`src/rtl/irq_aggr_pkg.sv`:
```
package irq_aggr_pkg;

  typedef enum logic [2:0] {
    RA_CTRL   = 3'd0,
    RA_GRP_EN = 3'd1,
    RA_SUMMARY= 3'd2,
    RA_ALM_EN = 3'd3,
    RA_ALM_ST = 3'd4,
    RA_FRM_EN = 3'd5,
    RA_FRM_ST = 3'd6
  } reg_addr_e;

  localparam int CTL_MASTER = 0;
  localparam int CTL_RDCLR  = 1;
  localparam int CTL_AUTO   = 2;
  localparam int CTL_W      = 3;

  localparam int GRP_FRM = 0;
  localparam int GRP_ALM = 1;
  localparam int GRP_W   = 2;

endpackage

```
`src/rtl/irq_cfg_regs.sv`:
```
module irq_cfg_regs
  import irq_aggr_pkg::*;
#(
  parameter int N_ALM  = 4,
  parameter int N_FRM  = 4,
  parameter int DATA_W = 4,
  parameter int ADDR_W = 3
) (
  input  logic              clk,
  input  logic              rst_n,
  input  logic              wr_stb_i,
  input  logic [ADDR_W-1:0] addr_i,
  input  logic [DATA_W-1:0] wdata_i,
  output logic [CTL_W-1:0]  ctrl_o,
  output logic [GRP_W-1:0]  grp_en_o,
  output logic [N_ALM-1:0]  alm_en_o,
  output logic [N_FRM-1:0]  frm_en_o
);

  logic [CTL_W-1:0] ctrl_q, ctrl_d;
  logic [GRP_W-1:0] grp_q, grp_d;
  logic [N_ALM-1:0] alm_q, alm_d;
  logic [N_FRM-1:0] frm_q, frm_d;

  always_comb begin
    ctrl_d = ctrl_q;
    grp_d  = grp_q;
    alm_d  = alm_q;
    frm_d  = frm_q;
    if (wr_stb_i) begin
      if (addr_i == ADDR_W'(RA_CTRL))   ctrl_d = wdata_i[CTL_W-1:0];
      if (addr_i == ADDR_W'(RA_GRP_EN)) grp_d  = wdata_i[GRP_W-1:0];
      if (addr_i == ADDR_W'(RA_ALM_EN)) alm_d  = wdata_i[N_ALM-1:0];
      if (addr_i == ADDR_W'(RA_FRM_EN)) frm_d  = wdata_i[N_FRM-1:0];
    end
  end

  always_ff @(posedge clk or negedge rst_n) begin
    if (!rst_n) begin
      ctrl_q <= '0;
      grp_q  <= '0;
      alm_q  <= '0;
      frm_q  <= '0;
    end else if (wr_stb_i) begin
      ctrl_q <= ctrl_d;
      grp_q  <= grp_d;
      alm_q  <= alm_d;
      frm_q  <= frm_d;
    end
  end

  assign ctrl_o   = ctrl_q;
  assign grp_en_o = grp_q;
  assign alm_en_o = alm_q;
  assign frm_en_o = frm_q;

endmodule

```
`src/rtl/irq_src_bank.sv`:
```
module irq_src_bank #(
  parameter int N_SRC          = 4,
  parameter int AUTOCLR_CYCLES = 8
) (
  input  logic             clk,
  input  logic             rst_n,
  input  logic [N_SRC-1:0] evt_i,
  input  logic [N_SRC-1:0] clr_i,
  input  logic             auto_en_i,
  output logic [N_SRC-1:0] status_o
);

  localparam int CNT_W = (AUTOCLR_CYCLES > 1) ? $clog2(AUTOCLR_CYCLES) : 1;
  localparam logic [CNT_W-1:0] CNT_LAST = CNT_W'(AUTOCLR_CYCLES - 1);

  logic [N_SRC-1:0] evt_q;
  logic [N_SRC-1:0] set_v;
  logic [N_SRC-1:0] expire_v;
  logic [N_SRC-1:0] status_q, status_d;

  assign set_v = evt_i & ~evt_q;

  always_ff @(posedge clk or negedge rst_n) begin
    if (!rst_n) evt_q <= '0;
    else        evt_q <= evt_i;
  end

  for (genvar b = 0; b < N_SRC; b++) begin : g_bit
    logic [CNT_W-1:0] cnt_q, cnt_d;
    logic             cnt_en;

    assign expire_v[b] = auto_en_i && status_q[b] && (cnt_q == CNT_LAST);
    assign cnt_en      = set_v[b] || status_q[b] || (cnt_q != '0);

    always_comb begin
      if (set_v[b] || !status_q[b] || !auto_en_i) cnt_d = '0;
      else                                        cnt_d = cnt_q + 1'b1;
    end

    always_ff @(posedge clk or negedge rst_n) begin
      if (!rst_n)      cnt_q <= '0;
      else if (cnt_en) cnt_q <= cnt_d;
    end

    // an expiring bit with no fresh edge is gone at the next edge
    assert_autoclr_fires_R9: assert property (@(posedge clk) disable iff (!rst_n)
      (auto_en_i && status_q[b] && (cnt_q == CNT_LAST) && !set_v[b]) |=> !status_q[b]);
  end

  assign status_d = (status_q & ~clr_i & ~expire_v) | set_v;

  always_ff @(posedge clk or negedge rst_n) begin
    if (!rst_n) status_q <= '0;
    else        status_q <= status_d;
  end

  assign status_o = status_q;

  // an input edge always leaves its bit set, whatever clear is applied
  assert_set_wins_R8: assert property (@(posedge clk) disable iff (!rst_n)
    (|(evt_i & ~evt_q)) |=> ((status_q & $past(evt_i & ~evt_q)) == $past(evt_i & ~evt_q)));

  // a bit never rises without an input edge in the cycle before
  assert_no_spurious_set_R5: assert property (@(posedge clk) disable iff (!rst_n)
    1'b1 |=> ((status_q & ~$past(status_q) & ~$past(evt_i & ~evt_q)) == '0));

endmodule

```
`src/rtl/irq_chan_aggr.sv`:
```
module irq_chan_aggr
  import irq_aggr_pkg::*;
#(
  parameter int N_ALM          = 4,
  parameter int N_FRM          = 4,
  parameter int DATA_W         = 4,
  parameter int ADDR_W         = 3,
  parameter int AUTOCLR_CYCLES = 8
) (
  input  logic              clk,
  input  logic              rst_n,
  input  logic              bus_sel,
  input  logic              bus_wr,
  input  logic [ADDR_W-1:0] bus_addr,
  input  logic [DATA_W-1:0] bus_wdata,
  output logic [DATA_W-1:0] bus_rdata,
  input  logic [N_ALM-1:0]  alm_evt,
  input  logic [N_FRM-1:0]  frm_evt,
  output logic              irq
);

  logic             wr_stb, rd_stb;
  logic [CTL_W-1:0] ctrl;
  logic [GRP_W-1:0] grp_en;
  logic [N_ALM-1:0] alm_en, alm_st, alm_clr;
  logic [N_FRM-1:0] frm_en, frm_st, frm_clr;
  logic [GRP_W-1:0] grp_pend;
  logic             irq_d, irq_q;

  assign wr_stb = bus_sel &&  bus_wr;
  assign rd_stb = bus_sel && !bus_wr;

  irq_cfg_regs #(
    .N_ALM(N_ALM), .N_FRM(N_FRM), .DATA_W(DATA_W), .ADDR_W(ADDR_W)
  ) u_cfg (
    .clk(clk), .rst_n(rst_n), .wr_stb_i(wr_stb), .addr_i(bus_addr),
    .wdata_i(bus_wdata), .ctrl_o(ctrl), .grp_en_o(grp_en),
    .alm_en_o(alm_en), .frm_en_o(frm_en)
  );

  always_comb begin
    if (ctrl[CTL_RDCLR]) begin
      alm_clr = {N_ALM{rd_stb && (bus_addr == ADDR_W'(RA_ALM_ST))}};
      frm_clr = {N_FRM{rd_stb && (bus_addr == ADDR_W'(RA_FRM_ST))}};
    end else begin
      alm_clr = {N_ALM{wr_stb && (bus_addr == ADDR_W'(RA_ALM_ST))}} & bus_wdata[N_ALM-1:0];
      frm_clr = {N_FRM{wr_stb && (bus_addr == ADDR_W'(RA_FRM_ST))}} & bus_wdata[N_FRM-1:0];
    end
  end

  irq_src_bank #(.N_SRC(N_ALM), .AUTOCLR_CYCLES(AUTOCLR_CYCLES)) u_alm (
    .clk(clk), .rst_n(rst_n), .evt_i(alm_evt), .clr_i(alm_clr),
    .auto_en_i(ctrl[CTL_AUTO]), .status_o(alm_st)
  );

  irq_src_bank #(.N_SRC(N_FRM), .AUTOCLR_CYCLES(AUTOCLR_CYCLES)) u_frm (
    .clk(clk), .rst_n(rst_n), .evt_i(frm_evt), .clr_i(frm_clr),
    .auto_en_i(ctrl[CTL_AUTO]), .status_o(frm_st)
  );

  assign grp_pend[GRP_ALM] = grp_en[GRP_ALM] && |(alm_st & alm_en);
  assign grp_pend[GRP_FRM] = grp_en[GRP_FRM] && |(frm_st & frm_en);
  assign irq_d = ctrl[CTL_MASTER] && |grp_pend;

  always_ff @(posedge clk or negedge rst_n) begin
    if (!rst_n) irq_q <= 1'b0;
    else        irq_q <= irq_d;
  end

  assign irq = irq_q;

  always_comb begin
    bus_rdata = '0;
    unique case (bus_addr)
      ADDR_W'(RA_CTRL):    bus_rdata[CTL_W-1:0] = ctrl;
      ADDR_W'(RA_GRP_EN):  bus_rdata[GRP_W-1:0] = grp_en;
      ADDR_W'(RA_SUMMARY): bus_rdata[GRP_W-1:0] = grp_pend;
      ADDR_W'(RA_ALM_EN):  bus_rdata[N_ALM-1:0] = alm_en;
      ADDR_W'(RA_ALM_ST):  bus_rdata[N_ALM-1:0] = alm_st;
      ADDR_W'(RA_FRM_EN):  bus_rdata[N_FRM-1:0] = frm_en;
      ADDR_W'(RA_FRM_ST):  bus_rdata[N_FRM-1:0] = frm_st;
      default:             bus_rdata = '0;
    endcase
  end

  // master enable off means no request on the following cycle
  assert_master_gate_R2: assert property (@(posedge clk) disable iff (!rst_n)
    !ctrl[CTL_MASTER] |=> !irq);

  // both groups disabled means no request on the following cycle
  assert_group_gate_R3: assert property (@(posedge clk) disable iff (!rst_n)
    (grp_en == '0) |=> !irq);

  // no source enabled anywhere means no request on the following cycle
  assert_source_gate_R4: assert property (@(posedge clk) disable iff (!rst_n)
    ((alm_en == '0) && (frm_en == '0)) |=> !irq);

  // a group shown pending must have a set status bit behind it
  assert_summary_backed_R10: assert property (@(posedge clk) disable iff (!rst_n)
    (grp_pend[GRP_ALM] |-> (alm_st != '0)) and (grp_pend[GRP_FRM] |-> (frm_st != '0)));

endmodule

```
`config.mk`:
```
export PLATFORM = sky130hd
export DESIGN_NAME = irq_chan_aggr
export DESIGN_NICKNAME = d
export VERILOG_FILES = /design/src/rtl/irq_aggr_pkg.sv /design/src/rtl/irq_cfg_regs.sv /design/src/rtl/irq_src_bank.sv /design/src/rtl/irq_chan_aggr.sv
export SDC_FILE = /design/constraint.sdc
export NUM_CORES = 1
export LEC_CHECK = 0
export BUFFER_PORTS_ARGS = -buffer_cell sky130_fd_sc_hd__buf_2
export CAP_MARGIN = 20
export CORE_MARGIN = 3
export CORE_UTILIZATION = 60
export DETAILED_ROUTE_END_ITERATION = 8
export PLACE_DENSITY = 0.89
export SLEW_MARGIN = 25
export SYNTH_ARGS = -nofsm -noshare
export SYNTH_HDL_FRONTEND = slang
export SYNTH_SLANG_ARGS = --single-unit
```
`constraint.sdc`:
```
create_clock -name clk -period 2.4 [get_ports clk]
set_input_delay 0.48 -clock clk [delete_from_list [all_inputs] [get_ports clk]]
set_output_delay 0.48 -clock clk [all_outputs]
set_load 0.05 [all_outputs]
```
; After elaboration in Yosys (flattened, before gate mapping)
; Cells that the tools add are included.
[totals]
reg_bits = 54
latchBits = 0
mem_bits_rw = 0
rom_bits = 0
inputBits = 19
output_inout_bits = 5
wordCells = 153
memories = 0
[classes]
addsub = 8
n_mul = 0
n_div = 0
magnitude_cmp = 0
n_eq_ne = 14
n_shift = 0
n_mux = 13
bitwise = 18
n_reduce_logical = 83
[ops]
columns = cell, n
row1 = $and 4x4->4, 10
row2 = $eq 3x3->1 const B, 11
row3 = $logic_or 1x1->1, 32
row4 = $logic_and 1x1->1, 25
row5 = $add 3x1->3 const B, 8
row6 = $mux 3, 8
row7 = $not 4->4, 6
row8 = $reduce_bool 3->1, 8
row9 = $pmux 2 s7, 1
row10 = $logic_not 1->1, 10
row11 = $mux 4, 2
row12 = $or 4x4->4, 2
row13 = $reduce_and 2->1, 4
row14 = $reduce_or 4->1, 2
row15 = $eq 3x2->1 const B, 2
row16 = $pmux 1 s5, 1
row17 = $pmux 1 s4, 1
row18 = $eq 3x1->1 const B, 1
row19 = $logic_not 3->1, 1
row20 = $reduce_or 2->1, 1

; Longest topological paths before layout
[depth]
word_depth = 8
depth_mapped = 6

; Modules after synthesis
; A second synthesis with hierarchy kept.
[hier_totals]
cells_unflattened = 269
hier_area_um2 = 2935.3
[modules_own_cells]
columns = module, n_inst, cells_per_inst, area_per_inst_um2, seq_area_each_um2
row1 = irq_src_bank at u_alm, 1, 90, 1017.2, 500.5
row2 = irq_src_bank at u_frm, 1, 90, 1012.2, 500.5
row3 = irq_cfg_regs, 1, 30, 525.5, 325.3
row4 = irq_chan_aggr, 1, 59, 380.4, 25.0

; Worst setup path before layout
; OpenSTA, ideal clock, no wires.
[synth_path]
path_type = in2out
startpoint = in bus_addr[1]
endpoint = out bus_rdata[0]
arrival_ns = 2.174
required_ns = 1.920
slack_ns = -0.254
cell_stages = 4
path_cell_list = buf_2 > nor2b_1 > a21oi_1 > o32ai_1
[synth_via]
elab_chain_cells = 2
word_cells_on_any_way = 8
classes_between = 6 x eq/ne / 1 x mux / 1 x reduce/logical
[synth_lines]
columns = item, line
row1 = "start, declared", irq_chan_aggr.sv:14  ; input logic [ADDR_W-1:0] bus_addr,
row2 = "$eq 3x3->1, or another cell as far along", irq_chan_aggr.sv:74  ; unique case (bus_addr)
row3 = $pmux 2 s7 (*), irq_chan_aggr.sv:74
row4 = "end, declared", irq_chan_aggr.sv:16  ; output logic [DATA_W-1:0] bus_rdata,
; Every way passes the cells marked *; elsewhere a longest branch is shown, timed or not.

; Worst setup path after layout
[layout_path]
startpoint = reg u_frm.status_q[0], in the netlist u_frm.status_o[0]
endpoint = out bus_rdata[0]
[layout_via]
elab_chain_cells = 4
[layout_lines]
columns = item, line
row1 = "start, declared", irq_src_bank.sv:19  ; logic [N_SRC-1:0] status_q, status_d;
row2 = "start signal, assigned", irq_src_bank.sv:54  ; else status_q <= status_d;
row3 = $and 4x4->4, irq_chan_aggr.sv:62  ; assign grp_pend[GRP_FRM] = grp_en[GRP_FRM] && |(frm_st & frm_en);
row4 = $reduce_or 4->1, irq_chan_aggr.sv:62
row5 = $logic_and 1x1->1, irq_chan_aggr.sv:62
row6 = $pmux 2 s7 (*), irq_chan_aggr.sv:74
; Marked as above.

==> results.json <==
{
  "nNetsFinal": 338,
  "max_freq_mhz": 467,
  "hold_path.class": "in -> async",
  "required_ns": 1.92,
  "cp_max_fo": 7,
  "grt_max_degree": 27,
  "syn-cell-area_um2": 2830,
  "cpPeakStageDelay_ns": 0.50,
  "reg2reg_from": "u_cfg.ctrl_o[1]",
  "worst_pin_slew_ns": 0.518,
  "min_period_over_period": 0.893,
  "synthCells": 269,
  "ys_seq_area_frac": 0.477,
  "cts_num_sinks": 54,
  "vias": 2071,
  "cts.path.max_buffers": 2,
  "cp.arrival_ns": 1.66,
  "fin_area_um2": 3130,
  "layout_common_cells": "dfrtp_1, nand2_1, nor2_1, ha_1, buf_2",
  "fin_worst_skew_ns": 0.00511,
  "root_buffer": "clkbuf_8",
  "synth.net_count": 312,
  "yosysWarnings": 0,
  "post_drt_wl_per_cell_um": 15.6,
  "drt_pre_antenna_iters": 4,
  "worstSetupStartpointType": "register",
  "hold_ws_ns": 0.133,
  "placed_cell_area_um2": 3020,
  "path_clk_slew_ns": 0.09,
  "cts_tree": "yes",
  "place.gp.congestion": 0.849,
  "total_power_mw": 2.28,
  "final_common_cell": "dfrtp_1",
  "r2r-end": "u_alm.status_o[1]",
  "path_cells": "a22oi_1 -> nand2_1 -> a21oi_1 -> o32ai_2 -> buf_2",
  "antenna_found_initial": 0,
  "maxCapViolCount": 0,
  "drive_gt1_frac": 0.176,
  "grt_pass1_vias": 2054,
  "die_y_um": 74.7,
  "syn_area_per_cell_um2": 10.5,
  "grtUsageTotal": 0.220,
  "p_per_area_nw_per_um2": 729,
  "clk_latency_ns": 0.31,
  "drtIter0Drc": 144,
  "slew_violations": 0,
  "cts_hold_buf": 0,
  "synth.distinct_cells": 34,
  "cts_setup_buffers": 0,
  "fin_tns_setup_ns": 0,
  "grt_first_pass_wirelength_mm": 9.22,
  "cp-startpoint": "u_frm.status_o[0]",
  "p_leak_nw": 1.47,
  "reg2reg_depth": 3,
  "rows": 24,
  "dieArea_um2": 5580,
  "post-dp-hpwl_mm": 4.07,
  "worst-setup-path-type": "reg -> out",
  "synthArstFlopShare": 1.00,
  "post-place-ws_ns": 0.297,
  "ys_ff_latch": 54,
  "n_antenna_cell": 0,
  "numCtsBuffers": 5,
  "postLayoutCoreUtil": 0.704,
  "cp-endpoint": "bus_rdata[0]",
  "core_area_um2": 4440,
  "die_w_um": 74.7,
  "finalSetupViolations": 0,
  "htreeDepth": 2,
  "outcome": "finished, final reports clean",
  "rsz0062_at_grt": "false",
  "wirelength_mm": 5.42,
  "crit_path_top_delay_cell": "dfrtp_1",
  "start_util": 0.637,
  "period_needed_ns": 2.14,
  "area_growth_pct": 10.5,
  "ios": 24,
  "cts_resized": 0,
  "fin_ws_ns": 0.257,
  "ir_drop_mv": 0.469,
  "worst_slew_margin_rel": 0.654,
  "detail-route-antenna-nets": 0,
  "synthFlopType": "dfrtp_1",
  "crit_path_end_kind": "primary output",
  "drc": 0,
  "synth-edff-count": 0,
  "finalNonFillerCells": 348,
  "portBuffers": 23,
  "grt.overflow.total": 0,
  "viasPerCell": 5.95,
  "place_inst": 340,
  "rrSetupSlack_ns": 0.94,
  "finalHoldViolCount": 0
}
logic make-up (layout without fill, tap and decap cells):
group	Yosys count	after routing	synth area share
mux	17	17	0.0663
buf+inv	27	54	0.0371
compound gates	41	41	0.107
flops	54	54	0.477
fa+ha+maj	24	24	0.106
simple gates	106	106	0.206
routing by layer:
metal,GRT usage,part of all wire,routed length [µm],vias to the layer above
li1,-,-,-,1011
met1,0.269,0.43,2310,1012
met2,0.380,0.52,2830,44
met3,0.0574,0.041,225,4
met4,0.0672,0.0098,53,0
met5,0,0,0,-
flip-flops by register name (all words and copies together) (netlist names):
signal and flops:
u_frm.status_o 4, u_frm.evt_q 4, u_cfg.grp_en_o 2, u_alm.evt_q 4
u_cfg.ctrl_o 3, irq 1, u_frm.g_bit.cnt_q 12, u_cfg.alm_en_o 4
u_alm.g_bit.cnt_q 12, u_cfg.frm_en_o 4, u_alm.status_o 4
where the power goes:
group          leakage (nW)  internal [mW]  switching [mW]
Sequential            0.665           1.03           0.112
Combinational         0.750          0.239           0.297
Clock                0.0579          0.307           0.290
critical path: cells and delay by family (launching register included):
kind / cells / cell delay (ns)
flops: 1 / 0.50
compound gates: 3 / 0.43
buf+inv: 1 / 0.30
simple gates: 1 / 0.13
synth_stat cells (all sizes together), types with 2 or more instances:
cell    instances  area, µm²
nand3b          5       37.5
nor2b          10       62.6
mux2i           3       30.0
inv            20       75.1
ha             24        300
o211a           2       20.0
clkbuf          4       15.0
buf             3       15.0
mux2           14        158
and2            3       18.8
o32ai           2       17.5
nor2           27        101
a22oi           5       37.5
a221oi          2       17.5
nand2          31        116
a41o            8       80.1
nor4bb          5       50.1
nor3b          13       97.6
dfrtp          54       1350
a21oi           8       40.0
nor4b           4       35.0
o21ai           2       10.0
a31oi          10       62.6
cell type report:
class,count,area [µm²]
inverters,20,75.1
fillers,339,1320
clock inverters,3,40.0
clock buffers,5,68.8
repair buffers,26,138
well taps,52,65.1
multi-input cells,188,1390
flip-flops and latches,54,1350
worst min path at each step:
stage          start                end  cells after the start
6_report       rst_n  u_cfg.frm_en_o[3]                      1
5_1_grt        rst_n  u_cfg.frm_en_o[0]                      1
4_1_cts        rst_n  u_cfg.frm_en_o[0]                      1
3_5_place_dp   rst_n     u_frm.evt_q[0]                      1
3_3_place_gp   rst_n     u_frm.evt_q[0]                      1
2_1_floorplan  rst_n                irq                      0
Note: power is estimated with default switching activity, not from simulation.
